`src/rtl/sdhost_irq_unit.sv`:
```
module sdhost_irq_unit #(
  parameter int          ADDR_W    = 8,
  parameter int          EN_BIT    = 4,
  parameter int          SRST_BIT  = 0,
  parameter logic [31:0] IMPL_MASK = 32'hC001_FFFE,
  parameter logic [31:0] ERR_MASK  = 32'h0000_B9C2,
  parameter int          CTRL_OFS  = 'h00,
  parameter int          MASK_OFS  = 'h30,
  parameter int          MSTAT_OFS = 'h34,
  parameter int          RAW_OFS   = 'h38
) (
  input  logic              clk,
  input  logic              rst_n,
  input  logic              wr_en,
  input  logic [ADDR_W-1:0] addr,
  input  logic [31:0]       wdata,
  output logic [31:0]       rdata,
  input  logic [31:0]       evt,
  output logic              irq,
  output logic              err_any
);
  localparam logic [ADDR_W-1:0] A_CTRL  = ADDR_W'(CTRL_OFS);
  localparam logic [ADDR_W-1:0] A_MASK  = ADDR_W'(MASK_OFS);
  localparam logic [ADDR_W-1:0] A_MSTAT = ADDR_W'(MSTAT_OFS);
  localparam logic [ADDR_W-1:0] A_RAW   = ADDR_W'(RAW_OFS);

  logic [31:0] raw_q, mask_q;
  logic        en_q;

  wire         wr_ctrl  = wr_en && (addr == A_CTRL);
  wire         soft_rst = wr_ctrl && wdata[SRST_BIT];
  wire [31:0]  clr_bits = (wr_en && (addr == A_RAW || addr == A_MSTAT)) ? wdata : '0;
  wire [31:0]  ev_bits  = evt & IMPL_MASK;
  wire [31:0]  masked   = raw_q & mask_q;

  always_ff @(posedge clk or negedge rst_n) begin
    if (!rst_n) begin
      raw_q  <= '0;
      mask_q <= '0;
      en_q   <= 1'b0;
    end else begin
      if (wr_ctrl) en_q <= wdata[EN_BIT];
      if (wr_en && addr == A_MASK) mask_q <= wdata & IMPL_MASK;
      raw_q <= soft_rst ? '0 : ((raw_q & ~clr_bits) | ev_bits);
    end
  end

  assign irq     = en_q && (masked != '0);
  assign err_any = (raw_q & ERR_MASK) != '0;

  always_comb begin
    rdata = '0;
    case (addr)
      A_CTRL:  rdata[EN_BIT] = en_q;
      A_MASK:  rdata = mask_q;
      A_MSTAT: rdata = masked;
      A_RAW:   rdata = raw_q;
      default: rdata = '0;
    endcase
  end
endmodule


```
`config.mk`:
```
export PLATFORM = sky130hd
export DESIGN_NAME = sdhost_irq_unit
export DESIGN_NICKNAME = d
export VERILOG_FILES = /design/src/rtl/sdhost_irq_unit.sv
export SDC_FILE = /design/constraint.sdc
export NUM_CORES = 1
export LEC_CHECK = 0
export ABC_AREA = 1
export BUFFER_PORTS_ARGS = -buffer_cell sky130_fd_sc_hd__buf_2
export CAP_MARGIN = 30
export CORE_UTILIZATION = 51
export CTS_BUF_LIST = sky130_fd_sc_hd__clkbuf_4
export CTS_CLUSTER_SIZE = 8
export DETAILED_ROUTE_END_ITERATION = 10
export PLACE_DENSITY = 0.94
export SYNTH_ARGS = -nofsm -noshare
export SYNTH_HDL_FRONTEND = slang
export SYNTH_SLANG_ARGS = --single-unit
```
`constraint.sdc`:
```
create_clock -name clk -period 1.2 [get_ports clk]
set_input_delay 0.06 -clock clk [delete_from_list [all_inputs] [get_ports clk]]
set_output_delay 0.06 -clock clk [all_outputs]
set_load 0.01 [all_outputs]
```
==> impl_metrics.toml <==
[outcome]
status = "complete, but fails checks"
violations = "setup timing"

[grt]
grt_max_degree = 52
busiest_layer = "met2"
grt_pass1_vias = 3377
grt_antenna_before_repair = 0
grt_util_met2_pct = 59.2
grt-ovfl-total = 0
met3_usage_pct = 6.24
grtUsageMet1_pct = 41.4
grt_use_total_pct = 34.3
grt_pass1_wl_mm = 16.0

[pwr]
power.total_mw = 3.47
pwr-share-comb_pct = 17.7
swShare_pct = 28.0
p_sw_mw = 0.972
peakVddDrop_uv = 657
p_leak_nw = 2.43
power.density_mw_per_mm2 = 740
power.internal_mw = 2.49
pwr-share-clk_pct = 30.6
share_seq_of_total_power_pct = 51.6

[floorplan]
core_mm2 = 0.00547
rows = 27
io_pins = 109
die_w_um = 77.3
die_area_mm2 = 0.00598
die_y_um = 77.3
start_util_pct = 52.9

[detailed_routing]
avgRoutedWirePerCell_um = 19.5
drtAntennaViolNets = 0
drtPass1Iterations = 6
viasPerCell = 6.00
drt_iter0_drc = 607
totalWireLength_mm = 12.6
drc = 0
vias = 3875

[yosys]
synth_common_cells = "nand2_1 (94), dfrtp_1 (51), inv_1 (50)"
synth_area_leaders = "dfrtp_1 (44%), nand2_1 (12%), nand3_1 (8.3%)"
synth.net_count = 456
synth_cell_types = 29
synth_area_leader_cell = "dfrtp_1"
synth_top_area_share_pct = 44.1
syn_inst = 381
ys_seq_elements = 51
async_flop_share_pct = 100
synth-edff-count = 0
synth.most_common_cell = "nand2_1"
ys.warnings.count = 0
seq_area_frac_synth_pct = 44.1
syn_avg_cell_area_um2 = 7.60
ys.flop_type = "dfrtp_1"
synthesis.area_mm2 = 0.00289

[sta]
fin_ws_ns = -0.510
relSlewSlack_pct = 72.6
finClkSkew_ns = 0
max_freq_mhz = 585
setup_viol = 20
tightest_slew_ns = 0.409
slew_viol_final = 0
final-hold-violation-count = 0
rsz0062_at_grt = "true"
hold_ws_ns = 0.0112
post-route-period-util_pct = 143
min_period_ns = 1.71

[place]
dpl_cell_area_mm2 = 0.00355
place_hpwl_mm = 5.65
dpl.cell_count = 551
io_buffers = 94
place_congestion = 0.852

[clocking]
cts_num_sinks = 51
cts_buffers = 5
ctsHtreeMaxLevel = 2
cts.path.max_buffers = 2
clk_latency_ns = 0.37
cts-root-buf = "clkbuf_4"
cts_tree = "done"
path_clk_slew_ns = 0.15

[worst_setup_path]
r2r_cells = 5
slowest_delay_ns = 0.48
crit_arrival_ns = 1.65
path_max_fanout = 4
reg2reg_from = "raw_q[11]"
ff2ff_setup_slack_ns = 0.12
critPathLaunchType = "flop"
reg2reg_to = "raw_q[11]"
critPathRequiredTime_ns = 1.14
cp-end-kind = "output pin"
slowest_stage = "dfrtp_2"
path_class = "reg2out"
crit_chain = "nand2_1, nand4_1, nor2_2, a31oi_2, buf_2"

[final_layout]
area_growth_pct = 61.9
nNetsFinal = 648
n_antenna_cell = 0
utilization_pct = 85.6
design_area_mm2 = 0.00469
drive_gt1_share_pct = 41.3
multiInputGateArea_mm2 = 0.00148
nFillCells = 283
regArea_mm2 = 0.00128
final_cells = 646

[min_path]
worstHoldStart = "wdata[19]"
holdPathStages = 4
hold_path_class = "in2reg"
min_to = "raw_q[19]"

[run]
drv_cap = 0
==> placed cells by master (no fill, tap or decap), drive strengths merged <==
| cell | Yosys | final |
|---|---|---|
| a21oi | 20 | 20 |
| a31oi | 1 | 1 |
| buf | 15 | 155 |
| bufinv | 0 | 1 |
| clkbuf | 4 | 5 |
| clkinvlp | 0 | 1 |
| dfrtp | 51 | 51 |
| dlygate4sd3 | 0 | 49 |
| inv | 54 | 55 |
| nand2 | 103 | 103 |
| nand3 | 57 | 57 |
| nand4 | 2 | 2 |
| nor2 | 37 | 37 |
| nor3 | 1 | 1 |
| nor4 | 2 | 2 |
| o2111ai | 1 | 1 |
| o211ai | 16 | 16 |
| o21ai | 17 | 17 |
==> logic make-up (layout without fill, tap and decap cells) <==
family | after synthesis | in the layout | share of synthesized area [%]
buffers and inverters | 73 | 266 | 11.2
AND/OR/NAND/NOR | 202 | 202 | 33.5
AO/OA/AOI/OAI | 55 | 55 | 11.2
flip-flops | 51 | 51 | 44.1
==> how the worst max path moves through the flow <==
stage,endpoint,slack (ns),cells after the start,startpoint
final,irq,-0.51,5,raw_q[8]
after global routing,irq,-0.55,5,raw_q[8]
after CTS,irq,-0.31,5,raw_q[1]
after detailed placement,raw_q[19],-0.08,9,addr[7]
after global placement,raw_q[17],-0.04,8,addr[1]
after floorplan,raw_q[15],0.07,11,addr[7]
==> metal layers <==
layer  vias up  wire [um]  share of wire (%)
met2       374       5810                 46
met5         -          0                  0
li1       1603          -                  -
met4         0       1130                9.0
met1      1762       4260                 34
met3       136       1400                 11
==> final cells by class <==
type                            count  area share (%)
Clock inverter                      3           0.988
Tap cell                           72            1.92
Timing Repair Buffer              204            33.0
Multi-Input combinational cell    257            31.6
Sequential cell                    51            27.4
Clock buffer                        5           0.801
Inverter                           54            4.33
==> metrics by stage <==
stage	setup WS (ns)	TNS, ns
final	-0.510	-4.84
after global routing	-0.546	-5.67
after CTS	-0.308	-2.35
after detailed placement	-0.0814	-1.78
after global placement	-0.0424	-1.13
after floorplan	0.0728	0
==> state kept, by name, indices dropped and copies added, names as in the netlist <==
signal and flops:
raw_q 32, en_q 1, mask_q 18
==> worst max-delay path, delay by kind of cell (launching register included) <==
family | cells | cell delay [ns]
simple gates | 3 | 0.32
flops | 1 | 0.48
compound gates | 1 | 0.27
buf+inv | 1 | 0.19
==> power by group through the flow <==
| stage | Clock, mW | Sequential (mW) | Combinational [mW] |
|---|---|---|---|
| finish | 1.06 | 1.79 | 0.614 |
| global route | 1.13 | 1.79 | 0.651 |
| CTS | 1.04 | 1.78 | 0.487 |
| detailed placement | 0 | 1.81 | 0.354 |
| global placement | 0 | 1.81 | 0.340 |
| floorplan | 0 | 1.80 | 0.159 |
==> what timing repair did <==
item,in CTS,in global routing
pin swaps,19,20
cloned,0,1
buffers inserted,12,29
resized for setup,16,63
setup endpoints to repair,20,25
hold buffers,49,0
hold endpoints to repair,100,0
(Power assumes the default switching activity.)
